$ cat config.mk
export PLATFORM = sky130hd
export DESIGN_NAME = sclk_gen
export DESIGN_NICKNAME = d
export VERILOG_FILES = /design/src/rtl/sclk_gen_pkg.sv /design/src/rtl/sclk_prescale.sv /design/src/rtl/sclk_rate_div.sv /design/src/rtl/sclk_phase_ctrl.sv /design/src/rtl/sclk_gen.sv
export SDC_FILE = /design/constraint.sdc
export NUM_CORES = 1
export LEC_CHECK = 0
export BUFFER_PORTS_ARGS = -buffer_cell sky130_fd_sc_hd__buf_2
export CAP_MARGIN = 15
export CORE_ASPECT_RATIO = 0.8
export CORE_MARGIN = 4
export CORE_UTILIZATION = 45
export CTS_CLUSTER_SIZE = 8
export DETAILED_ROUTE_END_ITERATION = 8
export PLACE_DENSITY = 0.69
export SLEW_MARGIN = 30
export SYNTH_ARGS = -nofsm -noshare
export SYNTH_HDL_FRONTEND = slang
export SYNTH_SLANG_ARGS = --single-unit
$ cat constraint.sdc
create_clock -name clk -period 1.7 [get_ports clk]
set_input_delay 0 -clock clk [delete_from_list [all_inputs] [get_ports clk]]
set_output_delay 0 -clock clk [all_outputs]
set_load 0.02 [all_outputs]
$ cat src/rtl/sclk_gen_pkg.sv
package sclk_gen_pkg;

    // Operating state of the bit-clock phase controller.
    typedef enum logic [1:0] {
        CK_PARK  = 2'd0,  // clock held at idle level, counters cleared
        CK_RUN   = 2'd1,  // clock toggling for an active transfer
        CK_DRAIN = 2'd2   // request gone, finishing the non-idle half period
    } ck_state_e;

    // Registered controller state.
    typedef struct packed {
        ck_state_e state;
        logic      phase;  // 0: at idle level, 1: away from idle level
        logic      pol;    // captured idle level
        logic      lead;   // strobe: moved away from idle level
        logic      trail;  // strobe: returned to idle level
    } ck_ctrl_t;

endpackage

$ cat src/rtl/sclk_prescale.sv
// First stage: even-only prescaler, producing one step every Dp/2 cycles.
module sclk_prescale #(
    parameter int PRE_W = 8
) (
    input  logic             clk,
    input  logic             rst_n,
    input  logic             count_en_i,
    input  logic             clear_i,
    input  logic [PRE_W-1:0] prescale_i,
    output logic             step_o
);
    localparam int HALF_W = PRE_W - 1;

    typedef struct packed {
        logic [HALF_W-1:0] cnt;
    } pre_state_t;

    pre_state_t        s_d, s_q;
    logic [HALF_W-1:0] half_div;
    logic [HALF_W-1:0] last_cnt;

    // Dropping bit 0 halves the even divisor; zero maps to a divisor of 2.
    always_comb begin
        half_div = prescale_i[PRE_W-1:1];
        if (half_div == '0) begin
            half_div = HALF_W'(1);
        end
        last_cnt = half_div - HALF_W'(1);
    end

    assign step_o = count_en_i && (s_q.cnt == last_cnt);

    always_comb begin
        s_d = s_q;
        if (clear_i) begin
            s_d.cnt = '0;
        end else if (count_en_i) begin
            s_d.cnt = step_o ? '0 : s_q.cnt + HALF_W'(1);
        end
    end

    always_ff @(posedge clk or negedge rst_n) begin
        if (!rst_n) begin
            s_q <= '0;
        end else begin
            s_q <= s_d;
        end
    end
endmodule

$ cat src/rtl/sclk_rate_div.sv
// Second stage: counts 1 + rate prescaler steps per half period.
module sclk_rate_div #(
    parameter int RATE_W = 8
) (
    input  logic              clk,
    input  logic              rst_n,
    input  logic              step_i,
    input  logic              clear_i,
    input  logic [RATE_W-1:0] rate_i,
    output logic              toggle_o
);
    typedef struct packed {
        logic [RATE_W-1:0] cnt;
    } rate_state_t;

    rate_state_t s_d, s_q;

    assign toggle_o = step_i && (s_q.cnt == rate_i);

    always_comb begin
        s_d = s_q;
        if (clear_i) begin
            s_d.cnt = '0;
        end else if (step_i) begin
            s_d.cnt = toggle_o ? '0 : s_q.cnt + RATE_W'(1);
        end
    end

    always_ff @(posedge clk or negedge rst_n) begin
        if (!rst_n) begin
            s_q <= '0;
        end else begin
            s_q <= s_d;
        end
    end
endmodule

$ cat src/rtl/sclk_phase_ctrl.sv
// Run/park control, clock phase, polarity capture and edge strobes.
module sclk_phase_ctrl
    import sclk_gen_pkg::*;
(
    input  logic clk,
    input  logic rst_n,
    input  logic run_req_i,
    input  logic toggle_i,
    input  logic polarity_i,
    output logic count_en_o,
    output logic clear_o,
    output logic sclk_o,
    output logic lead_o,
    output logic trail_o,
    output logic idle_o
);
    ck_ctrl_t c_d, c_q;

    always_comb begin
        c_d       = c_q;
        c_d.lead  = 1'b0;
        c_d.trail = 1'b0;
        unique case (c_q.state)
            CK_PARK: begin
                c_d.pol   = polarity_i;
                c_d.phase = 1'b0;
                if (run_req_i) begin
                    c_d.state = CK_RUN;
                end
            end
            CK_RUN: begin
                if (!run_req_i && !c_q.phase) begin
                    // already at idle level: stop without another edge
                    c_d.state = CK_PARK;
                end else if (toggle_i) begin
                    c_d.phase = ~c_q.phase;
                    c_d.lead  = ~c_q.phase;
                    c_d.trail = c_q.phase;
                    if (!run_req_i) begin
                        c_d.state = CK_PARK;
                    end
                end else if (!run_req_i) begin
                    c_d.state = CK_DRAIN;
                end
            end
            CK_DRAIN: begin
                if (toggle_i) begin
                    c_d.phase = 1'b0;
                    c_d.trail = 1'b1;
                    c_d.state = CK_PARK;
                end
            end
            default: begin
                c_d.state = CK_PARK;
            end
        endcase
    end

    always_ff @(posedge clk or negedge rst_n) begin
        if (!rst_n) begin
            c_q <= '0;
        end else begin
            c_q <= c_d;
        end
    end

    assign count_en_o = (c_q.state != CK_PARK);
    assign clear_o    = (c_q.state == CK_PARK);
    assign sclk_o     = c_q.phase ^ c_q.pol;
    assign lead_o     = c_q.lead;
    assign trail_o    = c_q.trail;
    assign idle_o     = (c_q.state == CK_PARK);
endmodule

$ cat src/rtl/sclk_gen.sv
module sclk_gen #(
    parameter int PRE_W  = 8,
    parameter int RATE_W = 8
) (
    input  logic              clk,
    input  logic              rst_n,
    input  logic [PRE_W-1:0]  prescale_i,
    input  logic [RATE_W-1:0] rate_i,
    input  logic              enable_i,
    input  logic              active_i,
    input  logic              polarity_i,
    output logic              sclk_o,
    output logic              lead_tick_o,
    output logic              trail_tick_o,
    output logic              clk_idle_o
);
    logic run_req;
    logic count_en;
    logic clear;
    logic pre_step;
    logic half_done;

    assign run_req = enable_i && active_i;

    sclk_prescale #(.PRE_W(PRE_W)) i_prescale (
        .clk        (clk),
        .rst_n      (rst_n),
        .count_en_i (count_en),
        .clear_i    (clear),
        .prescale_i (prescale_i),
        .step_o     (pre_step)
    );

    sclk_rate_div #(.RATE_W(RATE_W)) i_rate (
        .clk      (clk),
        .rst_n    (rst_n),
        .step_i   (pre_step),
        .clear_i  (clear),
        .rate_i   (rate_i),
        .toggle_o (half_done)
    );

    sclk_phase_ctrl i_phase (
        .clk        (clk),
        .rst_n      (rst_n),
        .run_req_i  (run_req),
        .toggle_i   (half_done),
        .polarity_i (polarity_i),
        .count_en_o (count_en),
        .clear_o    (clear),
        .sclk_o     (sclk_o),
        .lead_o     (lead_tick_o),
        .trail_o    (trail_tick_o),
        .idle_o     (clk_idle_o)
    );
endmodule

==> metrics.log, run 1 <==
[metrics] Pins Over Slew Limit: 0
[metrics] Clk pwr share: 0.214
[metrics] kind of path behind the tightest hold check: in -> reg
[metrics] Die Width: 70.59 µm
[metrics] PortBufs: 23
[metrics] largest area contributor in the synthesized netlist: dfrtp_1
[metrics] Layout Skew: 7.019 ps
[metrics] clock slew at the register clock pins of the worst setup and hold paths: 80 ps
[metrics] cell at the root of the clock tree: clkbuf_8
[metrics] total overflow reported by the global router: 0
[metrics] max frequency: 595.9 MHz
[metrics] power density of the placed cells: 827.5 mW/mm²
[metrics] final critical path time including I/O delays and setup: 1678 ps
[metrics] Final Hold Slack: 56.87 ps
[metrics] Comb pwr share: 0.395
[metrics] crit path max fanout: 4
[metrics] initial antenna violation count: 0
[metrics] Post-Synthesis Net Count: 183
[metrics] RSZ-0062 raised after global routing: true
[metrics] kind of critical path: reg -> reg
[metrics] post-route core utilization: 0.6388
[metrics] Post-Syn Instances: 155
[metrics] Arr. time, crit path: 1870 ps
[metrics] initial core utilization: 0.4911
[metrics] number of vias in the routed layout: 1268
[metrics] endpoint kind of the worst setup timing path: register
[metrics] vias per std cell: 5.261
[metrics] TNS Setup: 0 ps
[metrics] maximum number of pins on one net before global-route repair: 22
[metrics] count of synthesis-stage warnings from yosys: 0
[metrics] layout cell share with drive strength beyond 1: 0.3202
[metrics] final worst-path cycle share: 0.9871
[metrics] router iterations before antenna repair: 4
[metrics] status: completed
[metrics] global-route wire length before repair: 5.071 mm
[metrics] number of maximum-capacitance violations: 0
[metrics] Layout Area Growth over Synthesis: 30.08%
[metrics] Netlist cell types: 38
[metrics] Flop pwr share: 0.391
[metrics] die outline area: 0.004099 mm²
[metrics] gpl congestion: 0.7926
[metrics] detailed-route wire length per cell: 12.50 µm
[metrics] clk_lat worst skew: 260 ps
[metrics] final number of hold-violating endpoints: 0
[metrics] switching share of power: 0.3438
[metrics] Placement Setup Slack: -254.3 ps
[metrics] final net count: 232
[metrics] Post-CTS Setup Bufs: 0
[metrics] y dimension of the die: 58.07 µm
[metrics] Core Region: 0.002872 mm²
[metrics] IO Count: 25
[metrics] clock buffers created by TritonCTS: 3
[metrics] Total GRT Usage: 0.1532
[metrics] Setup WS post-layout: 21.91 ps
[metrics] Power Internal: 996.0 µW
[metrics] syn_area_per_cell: 9.097 µm²
[metrics] number of nets with antenna violations after detailed routing: 0
[metrics] via count of the first global-routing pass: 1181
[metrics] actual slew at the worst max-slew pin: 472.2 ps
[metrics] peak supply drop: 0.5235 mV
[metrics] count of inserted antenna diode cells: 0
[metrics] final setup fails: 0
[metrics] H-tree depth reported by CTS: 1
[metrics] sequential-to-total area share from yosys stat: 0.3727
[metrics] Critical Path RT: 1890 ps
[metrics] depth of the worst register-to-register path: 6
[metrics] count of clock tree sinks: 21
[metrics] deepest clock path buffer count: 2
[metrics] Critical Path Source Type: register
[metrics] TritonCTS clock tree: yes
[metrics] final routed wirelength across all metal layers: 3.012 mm
[metrics] biggest area contributors in the synthesized netlist: dfrtp_1 37%, xnor2_1 11%, ha_1 6.2%
[metrics] relative slew slack: 0.6852
[metrics] total standard cell area after synthesis: 0.001410 mm²
[metrics] row count: 17
[metrics] placed wire-length estimate: 2.375 mm
[metrics] post-synthesis register bit count: 21
[metrics] count of unresolved DRC violations after routing: 0
[metrics] total chip power: 1518 µW
[metrics] switching power of the nets: 521.8 µW
[metrics] cell depth of the worst min-delay path: 3
[metrics] leakage power total: 0.0008312 µW
[metrics] share of the synthesized area in the top cell type: 0.3727
[metrics] Detailed Route Iter0 Violations: 25
-- metrics by stage --
step / cell area, µm² / std cells
floorplan: 1431 / 155
global placement: 1740 / 235
detailed placement: 1740 / 235
CTS: 1807 / 241
global route: 1834 / 241
finish: 1834 / 241
-- cell usage after synthesis, drive strengths merged --
cell,instances
a2111oi,1
a211o,1
a21boi,2
a21o,1
a21oi,5
a31oi,3
and2,1
and3,2
and4,2
and4b,1
buf,1
clkbuf,1
dfrtp,21
ha,7
inv,14
mux2,2
mux2i,1
nand2,8
nand2b,1
nand3,6
nand3b,1
nand4,2
nand4b,1
nor2,17
nor2b,1
nor3,6
nor3b,3
o21ai,11
o22ai,4
o31ai,1
or3,2
or4,1
xnor2,17
xor2,7
-- final cells by class --
| cell class | count | area, µm² |
|---|---|---|
| Timing Repair Buffer | 46 | 292.8 |
| Clock inverter | 1 | 5.005 |
| Multi-Input combinational cell | 118 | 868.3 |
| Sequential cell | 21 | 526.8 |
| Fill cell | 239 | 1037 |
| Clock buffer | 3 | 41.29 |
| Tap cell | 38 | 47.55 |
| Inverter | 14 | 52.55 |
-- flip-flops by register name (all words and copies together), names as in the netlist --
name	count
i_rate.s_q	8
i_phase.lead_o	1
i_prescale.s_q	7
i_phase.trail_o	1
i_phase.c_q	4
-- critical path: stages, from the launching register on --
cell and delay, ps:
dfrtp_1 400, xor2_1 150, xnor2_1 160, a2111oi_4 250
nand3_1 140, or3_4 370, o22ai_1 130
-- power by group through the flow --
| stage | logic [µW] | clock network, µW | registers (µW) |
|---|---|---|---|
| floorplan | 355 | 0 | 608 |
| global placement | 575 | 0 | 602 |
| detailed placement | 585 | 0 | 603 |
| CTS | 595 | 333 | 593 |
| global route | 659 | 355 | 601 |
| finish | 599 | 325 | 594 |
-- path summary, 6_finish.rpt --
| check | from | to | slack, ps |
|---|---|---|---|
| max | i_prescale.s_q[6] | i_rate.s_q[3] | 20 |
| min | active_i | i_phase.lead_o | 60 |
| max in group asynchronous | rst_n | i_prescale.s_q[2] | 1130 |
| min reg2reg | i_phase.c_q[2] | i_phase.c_q[2] | 530 |
| max reg2reg | i_prescale.s_q[6] | i_rate.s_q[3] | 20 |
| min in group asynchronous | rst_n | i_rate.s_q[4] | 220 |
-- metal layers --
metal | global-route usage | part of all wire | vias to the layer above
met4 | 0.04826 | 0.015 | 0
met5 | 0 | 0 | -
met3 | 0.03640 | 0.046 | 7
met1 | 0.1884 | 0.44 | 607
met2 | 0.2680 | 0.50 | 24
li1 | - | - | 630
-- repair_timing --
| action | 4_1_cts | 5_1_grt |
|---|---|---|
| resized for setup | 0 | 7 |
| endpoints found under the hold margin | 22 | 0 |
| pin swaps | 1 | 1 |
| hold buffers | 2 | 0 |
| setup endpoints to repair | 6 | 10 |
-- placed cells by master (no fill, tap or decap), types with 6 or more instances in the layout --
cell type	Yosys	final
buf_2	0	23
buf_4	1	21
dfrtp_1	21	20
ha_1	7	6
inv_1	14	14
nand2_1	8	8
nand3_1	6	6
nor2_1	17	17
o21ai_0	10	10
xnor2_1	17	17
xor2_1	7	6
-- logic make-up (layout without fill, tap and decap cells) --
group	after synthesis	after routing	synth area share
buffers and inverters	16	64	0.04525
AND/OR/NAND/NOR	55	55	0.2103
XOR/XNOR	24	24	0.1491
multiplexers	3	3	0.02307
flip-flops	21	21	0.3727
adder cells (fa/ha/maj)	7	7	0.06211
AO/OA/AOI/OAI	29	29	0.1375
No activity file was read; power rests on OpenSTA's default activity.
==> inputs of run 2 (changes only) <==
CELL_PAD_IN_SITES_DETAIL_PLACEMENT = 1   (was not set)
CELL_PAD_IN_SITES_GLOBAL_PLACEMENT = 2   (was not set)
CORE_UTILIZATION = 30   (was 45)
PLACE_DENSITY = not set   (was 0.69)
PLACE_DENSITY_LB_ADDON = 0.1   (was not set)
==> metrics.log, run 2 (synthesis gave the netlist of run 1 again) <==
[metrics] Placement Setup Slack: -302.5 ps
[metrics] router iterations before antenna repair: 2
[metrics] commonest non-fill, non-tap cell in the layout: buf_4
[metrics] cell depth of the worst min-delay path: 3
[metrics] Arr. time, crit path: 1950 ps
[metrics] Power Internal: 1060 µW
[metrics] Detailed Route Iter0 Violations: 25
[metrics] deepest clock path buffer count: 2
[metrics] final setup fails: 8
[metrics] final net count: 241
[metrics] status: finished, violations left
[metrics] leading registers by flop count: i_rate.s_q: 8 flops, i_prescale.s_q: 7 flops, i_phase.c_q: 4 flops
[metrics] number of nets with antenna violations after detailed routing: 0
[metrics] gpl congestion: 0.7821
[metrics] Final Hold Slack: 62.55 ps
[metrics] Critical Path RT: 1890 ps
[metrics] placed wire-length estimate: 3.046 mm
[metrics] count of inserted antenna diode cells: 0
[metrics] RSZ-0062 raised after global routing: true
[metrics] crit path max-delay cell type: dfrtp_1
[metrics] vias per std cell: 4.846
[metrics] detailed-route wire length per cell: 14.28 µm
[metrics] depth of the worst register-to-register path: 6
[metrics] power density of the placed cells: 841.1 mW/mm²
[metrics] number of maximum-capacitance violations: 0
[metrics] Die Width: 84.65 µm
[metrics] Pins Over Slew Limit: 0
[metrics] actual slew at the worst max-slew pin: 518.6 ps
[metrics] largest register by flop count: i_rate.s_q
[metrics] global-route wire length before repair: 6.955 mm
[metrics] switching share of power: 0.3611
[metrics] final number of hold-violating endpoints: 0
[metrics] Stages on worst setup path: 6
[metrics] violated checks: setup timing
[metrics] kind of path behind the tightest hold check: in -> reg
[metrics] clock buffers created by TritonCTS: 3
[metrics] leakage power total: 0.0008880 µW
[metrics] total overflow reported by the global router: 0
[metrics] Total GRT Usage: 0.1446
[metrics] count of unresolved DRC violations after routing: 0
[metrics] Setup WS post-layout: -60.40 ps
[metrics] H-tree depth reported by CTS: 1
[metrics] final worst-path cycle share: 1.036
[metrics] total placed instance area: 0.001813 mm²
[metrics] Clk pwr share: 0.212
[metrics] maximum number of pins on one net before global-route repair: 22
[metrics] crit path max fanout: 4
[metrics] Finished Cell Area: 0.001972 mm²
[metrics] cell at the root of the clock tree: clkbuf_8
[metrics] Reg2Reg Capture Point: i_rate.s_q[0]
[metrics] worst path cell trace: xor2_1 -> xnor2_1 -> a2111oi_4 -> nand3_2 -> or3_4 -> mux2i_1
[metrics] met3 wire length: 102 µm
[metrics] IO Count: 25
[metrics] die outline area: 0.005868 mm²
[metrics] relative slew slack: 0.6543
[metrics] Layout Skew: 6.905 ps
[metrics] switching power of the nets: 599.0 µW
[metrics] via count of the first global-routing pass: 1428
[metrics] clk_lat worst skew: 270 ps
[metrics] TNS Setup: -317.5 ps
[metrics] start point of the worst min-delay path: active_i
[metrics] peak supply drop: 0.4123 mV
[metrics] TritonCTS clock tree: yes
[metrics] endpoint kind of the worst setup timing path: register
[metrics] max frequency: 568.1 MHz
[metrics] DR WL met2: 1.790 mm
[metrics] Critical Path Source Type: register
[metrics] layout cell share with drive strength beyond 1: 0.3821
[metrics] max reg flops: 8
[metrics] Comb pwr share: 0.430
[metrics] final critical path time including I/O delays and setup: 1760 ps
[metrics] PortBufs: 23
[metrics] Flop pwr share: 0.358
[metrics] number of vias in the routed layout: 1318
[metrics] kind of critical path: reg -> reg
[metrics] row count: 22
[metrics] Layout Area Growth over Synthesis: 39.84%
[metrics] number of buffer and inverter instances along the worst setup path: 0
[metrics] initial antenna violation count: 0
[metrics] commonest non-fill, non-tap cells in the layout: 28 x buf_4, 23 x buf_2, 21 x dfrtp_1, 17 x xnor2_1, 16 x nor2_1
[metrics] Max Used Layer: met4
[metrics] Largest delay share family, worst path: simple AND/OR/NAND/NOR gates
[metrics] y dimension of the die: 69.32 µm
[metrics] final routed wirelength across all metal layers: 3.883 mm
[metrics] length of routed wiring on met1: 1.973 mm
[metrics] Hold Path End: i_phase.lead_o
[metrics] register-to-register setup slack: -60 ps
[metrics] count of clock tree sinks: 21
[metrics] clock slew at the register clock pins of the worst setup and hold paths: 90 ps
[metrics] Slowest Stage Delay on Critical Path: 420 ps
[metrics] post-route core utilization: 0.4315
[metrics] initial core utilization: 0.3086
[metrics] Core Region: 0.004569 mm²
[metrics] origin of the critical flop-to-flop path: i_prescale.s_q[6]
==> run 2: cell types whose count changed in the layout (fill, tap and decap cells not counted), moves of 2 or more <==
cell     before  now
o21ai_0      10    8
buf_4        21   28
o22ai_1       4    2
o22ai_2       0    2
buf_6         0    2
==> run 2: worst max-delay path by stage <==
stage | startpoint | endpoint | slack (ps)
2_1_floorplan | prescale_i[3] | i_phase.c_q[3] | -10
3_3_place_gp | prescale_i[7] | i_phase.c_q[3] | -220
5_1_grt | i_prescale.s_q[6] | i_rate.s_q[7] | -180
3_5_place_dp | prescale_i[7] | i_rate.s_q[0] | -300
6_report | i_prescale.s_q[6] | i_rate.s_q[0] | -60
4_1_cts | i_prescale.s_q[6] | i_rate.s_q[0] | -90
==> run 2: power by group through the flow <==
stage                     sequential [µW]  clock [µW]  combinational, µW
after floorplan                       608           0                355
after global placement                599           0                630
after detailed placement              603           0                648
after CTS                             592         366                673
after global routing                  602         388                798
final                                 593         352                713
==> run 2: area by class of cell <==
class / instances / area [µm²]
clock buffers: 3 / 41.29
clock inverters: 1 / 7.507
fillers: 545 / 2597
inverters: 14 / 52.55
multi-input cells: 118 / 902.1
flip-flops and latches: 21 / 525.5
well taps: 60 / 75.07
repair buffers: 55 / 367.9
==> run 2: metrics by stage <==
stage,power (µW),cells
after CTS,1632,270
after global placement,1229,263
after global routing,1788,272
after detailed placement,1251,263
after floorplan,963.6,155
final,1659,272
==> run 2: tightest hold or removal path, delay by kind of cell <==
family | cells | cell delay, ps
simple gates | 2 | 200
buf+inv | 1 | 100
==> run 2: repair_timing <==
action,CTS,global route
pin swaps,3,3
endpoints found under the hold margin,22,0
hold buffers,2,0
setup buffers,1,3
resized for setup,4,14
endpoints found under the setup margin,18,20
==> run 2: per-layer routing <==
metal  up-vias  track usage
li1        646            -
met1       654       0.1966
met2        16       0.2372
met3         2      0.03207
met4         0      0.02636
met5         -            0
